## config.mk

```make
export PLATFORM = sky130hd
export DESIGN_NAME = flash_regbank
export DESIGN_NICKNAME = d
export VERILOG_FILES = /design/src/rtl/flashreg_pkg.sv /design/src/rtl/key_lock.sv /design/src/rtl/level_rise.sv /design/src/rtl/irq_latch.sv /design/src/rtl/flash_regbank.sv
export SDC_FILE = /design/constraint.sdc
export NUM_CORES = 1
export LEC_CHECK = 0
export BUFFER_PORTS_ARGS = -buffer_cell sky130_fd_sc_hd__clkbuf_2
export CORE_MARGIN = 2
export CORE_UTILIZATION = 30
export CTS_CLUSTER_SIZE = 14
export DETAILED_ROUTE_END_ITERATION = 8
export SLEW_MARGIN = 15
export SYNTH_ARGS = -nofsm -noshare
export SYNTH_HDL_FRONTEND = slang
export SYNTH_SLANG_ARGS = --single-unit
```

## constraint.sdc

```tcl
create_clock -name clk -period 2.01 [get_ports clk]
set_input_delay 0.1005 -clock clk [delete_from_list [all_inputs] [get_ports clk]]
set_output_delay 0.1005 -clock clk [all_outputs]
set_load 0.05 [all_outputs]
```

## src/rtl/flashreg_pkg.sv

```systemverilog
package flashreg_pkg;

    localparam int SEL_W  = 3;
    localparam int IRQ_N  = 6;
    localparam int KEY_W  = 16;
    localparam logic [KEY_W-1:0] UNLOCK_KEY = 16'hA25E;

    typedef enum logic [SEL_W-1:0] {
        SEL_CFG  = 3'd0,
        SEL_TIM  = 3'd1,
        SEL_KEY  = 3'd2,
        SEL_MASK = 3'd3,
        SEL_IRQ  = 3'd4,
        SEL_LIVE = 3'd5
    } reg_sel_e;

    // Shared bit layout of mask and latched status
    typedef struct packed {
        logic flash_rdy;   // 5
        logic ctrl_rdy;    // 4
        logic dec_fail;    // 3
        logic dec_err;     // 2
        logic ecc_rdy;     // 1
        logic wp_fault;    // 0
    } irq_vec_t;

    typedef struct packed {
        logic wprot;       // 3
        logic big_block;   // 2
        logic addr5;       // 1
        logic wide_bus;    // 0
    } iface_cfg_t;

    function automatic logic is_guarded(input reg_sel_e s);
        return (s == SEL_CFG) || (s == SEL_TIM);
    endfunction

endpackage

```

## src/rtl/key_lock.sv

```systemverilog
module key_lock
    import flashreg_pkg::*;
(
    input  logic             clk,
    input  logic             rst,
    input  logic             key_wr,
    input  logic [KEY_W-1:0] key_val,
    input  logic             prot_wr,
    output logic             unlocked,
    output logic             prot_accept,
    output logic             prot_reject
);
    logic open_q;

    always_ff @(posedge clk) begin
        if (rst)
            open_q <= 1'b0;
        else if (key_wr)
            open_q <= (key_val == UNLOCK_KEY);
        else if (prot_wr)
            open_q <= 1'b0;
    end

    assign unlocked    = open_q;
    assign prot_accept = prot_wr & open_q;
    assign prot_reject = prot_wr & ~open_q;

    AST_ONE_SHOT: assert property (@(posedge clk) disable iff (rst)
        prot_accept |=> !unlocked);
    AST_KEY_OPENS: assert property (@(posedge clk) disable iff (rst)
        (key_wr && key_val == UNLOCK_KEY) |=> unlocked);
    AST_BAD_KEY_SHUTS: assert property (@(posedge clk) disable iff (rst)
        (key_wr && key_val != UNLOCK_KEY) |=> !unlocked);

endmodule

```

## src/rtl/level_rise.sv

```systemverilog
module level_rise #(
    parameter int N = 2
) (
    input  logic         clk,
    input  logic         rst,
    input  logic [N-1:0] lvl,
    output logic [N-1:0] rise
);
    logic [N-1:0] prev_q;

    for (genvar i = 0; i < N; i++) begin : g_edge
        always_ff @(posedge clk) begin
            if (rst) prev_q[i] <= 1'b0;
            else     prev_q[i] <= lvl[i];
        end
        assign rise[i] = lvl[i] & ~prev_q[i];
    end

endmodule

```

## src/rtl/irq_latch.sv

```systemverilog
module irq_latch
    import flashreg_pkg::*;
(
    input  logic     clk,
    input  logic     rst,
    input  irq_vec_t set_vec,
    input  logic     rd_clr,
    input  logic     mask_wr,
    input  irq_vec_t mask_din,
    output irq_vec_t status,
    output irq_vec_t mask,
    output logic     irq
);
    irq_vec_t stat_q, mask_q;

    always_ff @(posedge clk) begin
        if (rst) begin
            stat_q <= '0;
            mask_q <= '0;
        end else begin
            stat_q <= (rd_clr ? irq_vec_t'('0) : stat_q) | set_vec;
            if (mask_wr) mask_q <= mask_din;
        end
    end

    assign status = stat_q;
    assign mask   = mask_q;
    assign irq    = |(stat_q & mask_q);

    AST_FAULT_SETS: assert property (@(posedge clk) disable iff (rst)
        set_vec.wp_fault |=> status.wp_fault);
    AST_READ_CLEARS: assert property (@(posedge clk) disable iff (rst)
        (rd_clr && set_vec == '0) |=> (status == '0));
    AST_EVENT_KEPT: assert property (@(posedge clk) disable iff (rst)
        rd_clr |=> (status == $past(set_vec)));
    AST_STICKY: assert property (@(posedge clk) disable iff (rst)
        !rd_clr |=> ((status & $past(status)) == $past(status)));
    AST_NO_MASK_QUIET: assert property (@(posedge clk) disable iff (rst)
        (mask == '0) |-> !irq);

endmodule

```

## src/rtl/flash_regbank.sv

```systemverilog
module flash_regbank
    import flashreg_pkg::*;
#(
    parameter int              TIM_W   = 32,
    parameter logic [TIM_W-1:0] TIM_RST = '0
) (
    input  logic             clk,
    input  logic             rst,
    input  logic             bus_wr,
    input  logic             bus_rd,
    input  logic [2:0]       bus_addr,
    input  logic [31:0]      bus_wdata,
    output logic [31:0]      bus_rdata,
    input  logic             flash_ready,
    input  logic             ctrl_ready,
    input  logic             ev_dec_fail,
    input  logic             ev_dec_err,
    input  logic             ev_ecc_rdy,
    output logic             irq,
    output logic [3:0]       cfg_out,
    output logic [TIM_W-1:0] timing_out,
    output logic             dev_ready
);
    localparam int CFG_W = $bits(iface_cfg_t);

    reg_sel_e   sel;
    logic       key_wr, prot_wr, unlocked, prot_accept, prot_reject;
    logic [1:0] rise;
    irq_vec_t   events, status, mask;
    iface_cfg_t cfg_q;
    logic [TIM_W-1:0] tim_q;
    logic [31:0] rd_mux, rdata_q;

    assign sel     = reg_sel_e'(bus_addr);
    assign key_wr  = bus_wr && (sel == SEL_KEY);
    assign prot_wr = bus_wr && is_guarded(sel);

    key_lock u_lock (
        .clk(clk), .rst(rst), .key_wr(key_wr), .key_val(bus_wdata[KEY_W-1:0]),
        .prot_wr(prot_wr), .unlocked(unlocked),
        .prot_accept(prot_accept), .prot_reject(prot_reject)
    );

    level_rise #(.N(2)) u_rise (
        .clk(clk), .rst(rst), .lvl({ctrl_ready, flash_ready}), .rise(rise)
    );

    always_comb begin
        events           = '0;
        events.flash_rdy = rise[0];
        events.ctrl_rdy  = rise[1];
        events.dec_fail  = ev_dec_fail;
        events.dec_err   = ev_dec_err;
        events.ecc_rdy   = ev_ecc_rdy;
        events.wp_fault  = prot_reject;
    end

    irq_latch u_irq (
        .clk(clk), .rst(rst), .set_vec(events),
        .rd_clr(bus_rd && (sel == SEL_IRQ)),
        .mask_wr(bus_wr && (sel == SEL_MASK)),
        .mask_din(irq_vec_t'(bus_wdata[IRQ_N-1:0])),
        .status(status), .mask(mask), .irq(irq)
    );

    always_ff @(posedge clk) begin
        if (rst) begin
            cfg_q <= '0;
            tim_q <= TIM_RST;
        end else if (prot_accept) begin
            if (sel == SEL_CFG) cfg_q <= iface_cfg_t'(bus_wdata[CFG_W-1:0]);
            else                tim_q <= bus_wdata[TIM_W-1:0];
        end
    end

    always_comb begin
        rd_mux = '0;
        case (sel)
            SEL_CFG:  rd_mux[CFG_W-1:0] = cfg_q;
            SEL_TIM:  rd_mux[TIM_W-1:0] = tim_q;
            SEL_MASK: rd_mux[IRQ_N-1:0] = mask;
            SEL_IRQ:  rd_mux[IRQ_N-1:0] = status;
            SEL_LIVE: rd_mux[1:0]       = {ctrl_ready, flash_ready};
            default:  rd_mux = '0;
        endcase
    end

    always_ff @(posedge clk) begin
        if (rst)         rdata_q <= '0;
        else if (bus_rd) rdata_q <= rd_mux;
    end

    assign bus_rdata  = rdata_q;
    assign cfg_out    = cfg_q;
    assign timing_out = tim_q;
    assign dev_ready  = flash_ready & ctrl_ready;

    AST_LOCKED_CFG_HOLDS: assert property (@(posedge clk) disable iff (rst)
        (bus_wr && sel == SEL_CFG && !unlocked) |=> $stable(cfg_out));
    AST_LOCKED_TIM_HOLDS: assert property (@(posedge clk) disable iff (rst)
        (bus_wr && sel == SEL_TIM && !unlocked) |=> $stable(timing_out));
    AST_OPEN_CFG_TAKES: assert property (@(posedge clk) disable iff (rst)
        (bus_wr && sel == SEL_CFG && unlocked) |=> (cfg_out == $past(bus_wdata[3:0])));

endmodule

```

======== Yosys cells after proc, flatten, opt, wreduce, memory -nomap -nowiden ========
Cells that the tools add are included.
word-level totals
  flip-flop bits (word level) ............. 83
  input port bits ......................... 44
  word-level logic and storage cells ...... 55
operators by class
  eq/ne operators ......................... 6
  muxes and demuxes ....................... 7
  bitwise gates (word level) .............. 11
  reductions and logical operators ........ 10
operators with widths
  operator                                        count
  two-way mux 26 bit                              1
  == test 16 bit (second input constant)          1
  case mux 2 bit (5 select lines)                 1
  case mux 2 bit (4 select lines)                 1
  AND 6 bit                                       1
  == test 3 x 2 -> 1 bit (second input constant)  2
  == test 3 bit (second input constant)           2
  two-way mux 6 bit                               1
  bitwise OR 6 bit                                1
  case mux 2 bit (3 select lines)                 1
  OR reduction 6 bit                              1
  AND 1 bit                                       5
  logical AND 1 bit                               4
  NOT 1 bit                                       4
  AND reduction 2 bit                             2
  == test 3 x 1 -> 1 bit (second input constant)  1
  logical NOT 3 bit                               1
  two-way mux 1 bit                               2
  nonzero test 2 bit                              1
  logical OR 1 bit                                1

======== Longest topological paths before layout ========
Gate-level depths: netlist (run 1).
  depth after elaboration ................. 5
  mapped depth ............................ 6
  gate-level depth less buffers ........... 3

======== By module ========
Synthesis (run 1) repeated with hierarchy kept, for this count alone.
second synthesis, totals
  cells, all modules ...................... 389
  area, all modules ....................... 3434.5 um^2
modules (own cells, without submodules)
  module         instances  cells each  area each (um^2)
  flash_regbank  1          324         2803.9
  irq_latch      1          48          456.7
  key_lock       1          11          103.8
  level_rise     1          6           70.1

======== Worst setup path before layout (run 1) ========
OpenSTA, ideal clock, no wires.
  kind .................................... register -> register
  from .................................... register tim_q[0] (netlist: timing_out[0])
  to ...................................... register rdata_q[0] (netlist: bus_rdata[0])
  arrival time ............................ 1.158 ns
  path slack .............................. 0.778 ns
  cell stages (with the launch flop) ...... 4
  period minus slack after synthesis ...... 1.232 ns
  cells stage by stage .................... dfxtp_1 > mux2i_1 > a211o_1 > a31oi_1
on the way
  cells in the longest elaborated chain, start to end .. 1
ends and longest elaborated chain
  item                             RTL line             source
  start: declaration               flash_regbank.sv:31  logic [TIM_W-1:0] tim_q;
  start signal: assignment         flash_regbank.sv:72  else tim_q <= bus_wdata[TIM_W-1:0];
  case mux 2 bit (5 select lines)  flash_regbank.sv:78  case (sel)
  end signal: assignment           flash_regbank.sv:90  else if (bus_rd) rdata_q <= rd_mux;
  end: declaration                 flash_regbank.sv:32  logic [31:0] rd_mux, rdata_q;
No other way between the ends.
A chain may end at the register's enable or synchronous reset.

======== Worst setup path after layout (run 1) ========
  from .................................... register u_irq.stat_q, in the netlist u_irq.status[3]
  to ...................................... output irq
on the way
  cells in the longest elaborated chain, start to end .. 2
ends and longest elaborated chain
  item                      RTL line             source
  start: declaration        irq_latch.sv:14      irq_vec_t stat_q, mask_q;
  start signal: assignment  irq_latch.sv:21      stat_q <= (rd_clr ? irq_vec_t'('0) : stat_q) | set_vec;
  AND 6 bit                 irq_latch.sv:28      assign irq = |(stat_q & mask_q);
  OR reduction 6 bit        irq_latch.sv:28
  end: declaration          flash_regbank.sv:19  output logic irq,
No other way between the ends.

==> results of run 1 <==
==> cells in the final DEF (no fill, tap or decap), types with 5 or more instances in the layout <==
cell	Yosys	final
clkbuf_8	0	12
a21oi_1	43	43
dlygate4sd3_1	0	31
mux2i_1	9	9
mux2_2	5	5
buf_4	6	14
nor2b_1	8	8
o21ai_1	25	25
a22oi_1	31	31
nand3_1	37	37
o21ai_0	11	11
clkbuf_2	0	113
dfxtp_1	83	83
nor2_1	44	44
==> where the power goes <==
part / internal, mW / switching [mW]
combinational: 0.122 / 0.170
sequential: 1.66 / 0.0120
clock: 0.546 / 0.597
==> final cells by class <==
type,instances,share of cell area (%)
Clock buffer,12,3.66
Clock inverter,4,0.527
Inverter,4,0.333
Multi-Input combinational cell,250,33.0
Sequential cell,83,36.9
Tap cell,140,3.89
Timing Repair Buffer,158,21.8
==> registers in the layout (all words and copies together), names as in the netlist <==
name / cells
bus_rdata: 32
u_lock.unlocked: 1
u_irq.status: 6
u_irq.mask: 6
u_rise.prev_q: 2
cfg_out: 4
timing_out: 32
==> what timing repair did <==
action / CTS / global route
endpoints found under the setup margin: 0 / 0
gates resized for setup: 0 / 0
endpoints found under the hold margin: 31 / 0
hold buffers: 31 / 0
==> logic make-up (layout without fill, tap and decap cells) <==
group                  after synthesis  after routing  synth area share, %
AOI/OAI and AO/OA                  127            127                 22.7
and+or+nand+nor                    109            109                 16.8
DFF                                 83             83                 49.3
buffers and inverters               40            178                 6.83
muxes                               14             14                 4.34
==> per-layer routing <==
layer	wire [um]	vias to the layer above
li1	-	1622
met2	5040	96
met5	0	-
met1	4370	1569
met4	281	0
met3	505	19
==> worst register-to-register path: stages (launching register included) <==
cell and delay (ns):
dfxtp_1 0.37, and4bb_1 0.23, buf_4 0.25, nand3_1 0.11, a21oi_1 0.14
==> worst max-delay path by stage <==
stage	to	slack, ns	cells after the start
floorplan	bus_rdata[0]$_SDFFE_PP0P_	0.78	3
global placement	timing_out[21]$_SDFFE_PP0P_	0.58	6
detailed placement	timing_out[22]$_SDFFE_PP0P_	0.53	6
CTS	irq	0.59	3
global route	irq	0.54	3
finish	irq	0.63	3
==> metrics.md, run 1 <==
| Metric | Value |
|---|---|
| Sequential cell area | `1660 um2` |
| Gr usage total | `between 10% and 20%` |
| R2R setup slack | `0.85 ns` |
| Max Slew Vio Count | `0` |
| Largest net degree at the start of global routing | `34` |
| R2r endpoint | `timing_out[12]$_SDFFE_PP0P_` |
| Initial DRT Pass Iterations | `4` |
| Vias/cell | `5.08` |
| DP HPWL | `7.06 mm` |
| Clk_lat worst skew | `0.36 ns` |
| Hold wc startpoint | `bus_wdata[14]` |
| Initial antenna violation count | `0` |
| Buffers added on ports | `113` |
| Placement Cell Area | `around 4000 um2` |
| GP Congestion | `0.779` |
| Place WS | `approximately 0.53 ns` |
| Max clock buf depth | `2` |
| TritonCTS clock tree | `built` |
| Crit. Startpoint | `u_irq.status[3]$_SDFF_PP0_` |
| Top-count cell post-synth | `dfxtp_1` |
| RSZ-0062 raised after global routing | `no` |
| Synth Instances | `approximately 370` |
| Worst Tran Pin Value | `0.522 ns` |
| Rel. slew slack | `65.2%` |
| Fraction of final layout cells sized beyond drive strength 1 | `29.7%` |
| Hold path endpoint | `timing_out[14]$_SDFFE_PP0P_` |
| Antenna diodes | `0` |
| Hold Crit Class | `input port to register` |
| Post-layout power | `3.11 mW` |
| Synth-to-Final Area Change | `33.7%` |
| Count of flip-flops with a built-in enable after synthesis | `0` |
| Non-Filler Instances | `651` |
| CP Data Arrival Time | `1.28 ns` |
| Post-synth top area share | `49.3%` |
| Syn Area/Cell | `9.04 um2` |
| Setup ws final | `0.625 ns` |
| Die area | `12,100 um2` |
| TritonCTS Buffers | `9` |
| Clk_skew | `0.00709 ns` |
| Outcome | `complete, no violations` |
| First-pass GRT wire length | `between 15 and 20 mm` |
| YS warnings | `0` |
| Row count | `38` |
| Final setup vio count | `0` |
| Via Count | `3,306` |
| FFs w/ async S/R, synth | `0%` |
| Filler Cells Inserted | `about 1,100` |
| Delay-heaviest family, CP | `flip-flops` |
| Post-synth top cells | `dfxtp_1 (83), nor2_1 (44), a21oi_1 (43)` |
| Critical path class | `register to output port` |
| R2R depth | `4` |
| Post-synthesis sequential area ratio | `approximately half` |
| CP startpoint kind | `register` |
| Final setup TNS | `0 ns` |
| H-tree levels | `3` |
| I/O pin count | `114` |
| CTS Root Buffer Type | `clkbuf_8` |
| CP max stage delay | `0.34 ns` |
| Setup crit end kind | `output port` |
| Die Wd | `around 110 um` |
| Worst vdd ir | `between 0.3 and 0.4 mV` |
| Die height | `~110 um` |
| Post-route core utilization | `41.4%` |
| R2r startpoint | `u_lock.unlocked$_SDFFE_PP0P_` |
| Post-Layout Inst Area | `4510 um2` |
| Core region area | `10,900 um2` |
| Final Hold Fails | `0` |
| #FFs+latches synth | `just over 80` |
| DRC viols | `0` |
| Yosys top cell by area | `dfxtp_1` |
| Syn nets | `417` |
| Final nets | `550` |
| Crit share post-route | `68.9%` |
| Max Cap Viol | `0` |
| Slowest cell on crit path | `dfxtp_1` |
| Final WL | `10.2 mm` |
| Area taken by multi-input logic gates | `1490 um2` |
| Leakage power | `1.87 nW` |
| DR iter-0 viols | `229` |
| GRT overflow | `0` |
| Post-Synthesis Cell Area | `3370 um2` |
| PD cells | `689 nW/um2` |
| Unique masters post-synth | `37` |
| TritonCTS sink count | `83` |
| Most Crowded Layer GR | `met2` |
| CP Buf/Inv Count | `1` |
| Crit path time final | `1.38 ns` |
| Main synth FF type | `dfxtp_1` |
| ANT nets after route | `0` |
| Hold path depth | `3` |
| Worst hold slack | `0.0173 ns` |
| Initial core utilization | `31.0%` |
| Largest cells by area after synthesis | `dfxtp_1 (49%), a22oi_1 (6.9%), a21oi_1 (6.4%)` |
| Crit-path max FO | `3` |
| Crit-path cells | `a22oi_1 > nand3_1 > clkbuf_2` |
| Met1 GRT Util | `20.0%` |
| Grt met2 use | `29.2%` |
| Post-CTS setup buffers | `0` |
| Reg clk slew, reported paths | `about 0.08 ns` |
| Dpl cells | `604` |
| Met3 Usage GRT | `around 3.5%` |
| Critical Path RT | `1.91 ns` |
| Avg WL per Cell | `~16 um` |
| FMAX | `between 700 and 800 MHz` |
| Vias in the first global route | `3,301` |
(Power assumes the default switching activity.)
==> inputs of run 2 (changes only) <==
--- a/config.mk
+++ b/config.mk
@@ -5,6 +5,7 @@
 export SDC_FILE = /design/constraint.sdc
 export NUM_CORES = 1
 export LEC_CHECK = 0
+export ABC_AREA = 1
 export BUFFER_PORTS_ARGS = -buffer_cell sky130_fd_sc_hd__clkbuf_2
 export CORE_MARGIN = 2
 export CORE_UTILIZATION = 30
==> constraint.sdc (replaced) <==
create_clock -name clk -period 1.15 [get_ports clk]
set_input_delay 0.0575 -clock clk [delete_from_list [all_inputs] [get_ports clk]]
set_output_delay 0.0575 -clock clk [all_outputs]
set_load 0.05 [all_outputs]
==> metrics.md, run 2 <==
| Metric | Value |
|---|---|
| Outcome | `complete, but fails checks` |
| Failing checks | `setup timing` |
| CTS Root Buffer Type | `clkbuf_8` |
| Largest cells by area after synthesis | `dfxtp_1 (50%), nand2_1 (13%), a21oi_1 (11%)` |
| R2R depth | `6` |
| FFs w/ async S/R, synth | `0%` |
| Commonest non-fill, non-tap cell in the layout | `nand2_1` |
| Critical Path RT | `1.09 ns` |
| Reg clk slew, reported paths | `0.09 ns` |
| Post-Layout Inst Area | `4850 um2` |
| Final setup vio count | `1` |
| Met3 Usage GRT | `3.91%` |
| Synth Instances | `~430` |
| Die height | `110 um` |
| Row count | `38` |
| Crit share post-route | `118%` |
| Max Cap Viol | `0` |
| Count of flip-flops with a built-in enable after synthesis | `0` |
| Final WL | `10.4 mm` |
| Syn nets | `473` |
| Vias in the first global route | `3,327` |
| Crit-path max FO | `2` |
| Syn Area/Cell | `between 7 and 8 um2` |
| Hold Crit Class | `input port to register` |
| RSZ-0062 raised after global routing | `yes` |
| Non-Filler Instances | `about 740` |
| Critical path class | `register to output port` |
| DRC viols | `0` |
| Avg WL per Cell | `~14 um` |
| CP startpoint kind | `register` |
| Post-Synthesis Cell Area | `about 3300 um2` |
| Die Wd | `110 um` |
| Gr usage total | `17.9%` |
| Max Slew Vio Count | `0` |
| H-tree levels | `3` |
| Initial antenna violation count | `0` |
| Final Hold Fails | `0` |
| Clk_skew | `0.0106 ns` |
| R2r startpoint | `u_lock.unlocked$_SDFFE_PP0P_` |
| YS warnings | `0` |
| Setup ws final | `-0.203 ns` |
| GP Congestion | `around 0.85` |
| Via Count | `3,499` |
| Worst hold slack | `0.0292 ns` |
| Final nets | `around 640` |
| #FFs+latches synth | `83` |
| Rel. slew slack | `73.4%` |
| I/O pin count | `114` |
| Setup crit end kind | `output port` |
| TritonCTS sink count | `83` |
| Crit. Startpoint | `u_irq.status[5]$_SDFF_PP0_` |
| TritonCTS clock tree | `built` |
| Antenna diodes | `0` |
| Unique masters post-synth | `24` |
| Leakage power | `2.02 nW` |
| FMAX | `739 MHz` |
| Clk_lat worst skew | `0.36 ns` |
| Post-synthesis sequential area ratio | `between 40% and 50%` |
| Vias/cell | `4.75` |
| Final setup TNS | `-0.203 ns` |
| Fraction of final layout cells sized beyond drive strength 1 | `34.3%` |
| Die area | `about 12,000 um2` |
| Critical path endpoint | `irq` |
| Placement Cell Area | `4220 um2` |
| CP Data Arrival Time | `1.30 ns` |
| Synth-to-Final Area Change | `44.7%` |
| TritonCTS Buffers | `9` |
| Core region area | `10,900 um2` |
| Yosys top cell by area | `dfxtp_1` |
| Initial core utilization | `30.8%` |
| Dpl cells | `685` |
| R2r endpoint | `timing_out[0]$_SDFFE_PP0P_` |
| Initial DRT Pass Iterations | `5` |
| DP HPWL | `7.44 mm` |
| Met1 GRT Util | `22.1%` |
| PD cells | `1150 nW/um2` |
| ANT nets after route | `0` |
| Worst vdd ir | `0.578 mV` |
| Buffers added on ports | `113` |
| DR iter-0 viols | `183` |
| Max clock buf depth | `2` |
| First-pass GRT wire length | `16.5 mm` |
| GRT overflow | `0` |
| Main synth FF type | `dfxtp_1` |
| R2R setup slack | `0.07 ns` |
| Post-synth top cells | `nand2_1 (113), dfxtp_1 (83), a21oi_1 (71)` |
| Worst Tran Pin Value | `0.399 ns` |
| Post-synth top area share | `49.6%` |
| Largest net degree at the start of global routing | `84` |
| Most Crowded Layer GR | `met2` |
| Top-count cell post-synth | `nand2_1` |
| Most frequent cells in the layout | `nand2_1 (110), clkbuf_2 (97), dfxtp_1 (78)` |
| Crit path time final | `1.35 ns` |
| Grt met2 use | `30.6%` |
## run 2: cell count changes after synthesis, sizes merged, moves of 9 or more
| cell | before | now |
|---|---|---|
| a21oi | 43 | 81 |
| a22oi | 31 | 0 |
| mux2i | 9 | 0 |
| nand2 | 3 | 126 |
| nand3 | 37 | 59 |
| nor2 | 44 | 26 |
| o21ai | 36 | 0 |
## run 2: cell type report
| cell class | instances | area [um2] |
|---|---|---|
| tap | 140 | 175 |
| fill | 1089 | 6040 |
| inverter | 11 | 45.0 |
| clock inverter | 6 | 65.1 |
| multi-input combinational | 307 | 1510 |
| timing repair buffer | 180 | 1240 |
| sequential | 83 | 1670 |
| clock buffer | 10 | 138 |
## run 2: worst min-delay path by stage
stage                                            end  depth (start not counted)    startpoint
after global placement    u_irq.status[1]$_SDFF_PP0_                          3    ev_ecc_rdy
after detailed placement  u_irq.status[2]$_SDFF_PP0_                          3    ev_dec_err
final                     u_irq.mask[3]$_SDFFE_PP0P_                          3  bus_wdata[3]
after CTS                 u_irq.mask[3]$_SDFFE_PP0P_                          3  bus_wdata[3]
after floorplan           u_irq.status[1]$_SDFF_PP0_                          2    ev_ecc_rdy
after global routing         cfg_out[3]$_SDFFE_PP0P_                          3  bus_wdata[3]
## run 2: routing by layer
layer / routed length (um) / part of all wire, % / vias to the layer above
met1: 4560 / 44 / 1620
met3: 597 / 5.7 / 10
met4: 139 / 1.3 / 0
met5: 0 / 0 / -
li1: - / - / 1762
met2: 5120 / 49 / 107
## run 2: worst max-delay path: stages, from the launching register on
cell and delay (ns):
dfxtp_2 0.34, nand2_2 0.06, nand2_2 0.04, a221oi_2 0.17
nand3_1 0.14, buf_8 0.18
## run 2: through the flow
| stage | worst slack [ns] | utilization (%) | total power, mW |
|---|---|---|---|
| finish | -0.203 | 44.5 | 5.60 |
| global route | -0.304 | 44.5 | 5.86 |
| CTS | -0.245 | 44.2 | 5.67 |
| detailed placement | -0.0149 | 38.7 | 3.40 |
| global placement | 0.0268 | 38.7 | 3.40 |
| floorplan | 0.0704 | - | 3.19 |
## run 2: repair_timing
item / 4_1_cts / 5_1_grt
buffers inserted: 1 / 0
setup endpoints to repair: 30 / 47
endpoints found under the hold margin: 37 / 0
pin swaps: 3 / 5
resized for setup: 12 / 26
hold buffers: 35 / 0
## run 2: cell families (layout without fill, tap and decap cells)
kind of cell	Yosys count	after routing	share of synthesized area [%]
buffers and inverters	39	207	5.94
DFF	83	83	49.6
and+or+nand+nor	223	223	30.5
AOI/OAI and AO/OA	84	84	13.9
## run 2: power by group
group,total (mW),switching [mW],internal [mW]
registers,2.92,0.0192,2.90
logic,0.524,0.287,0.236
clock network,2.15,1.09,1.06
total,5.60,1.40,4.20
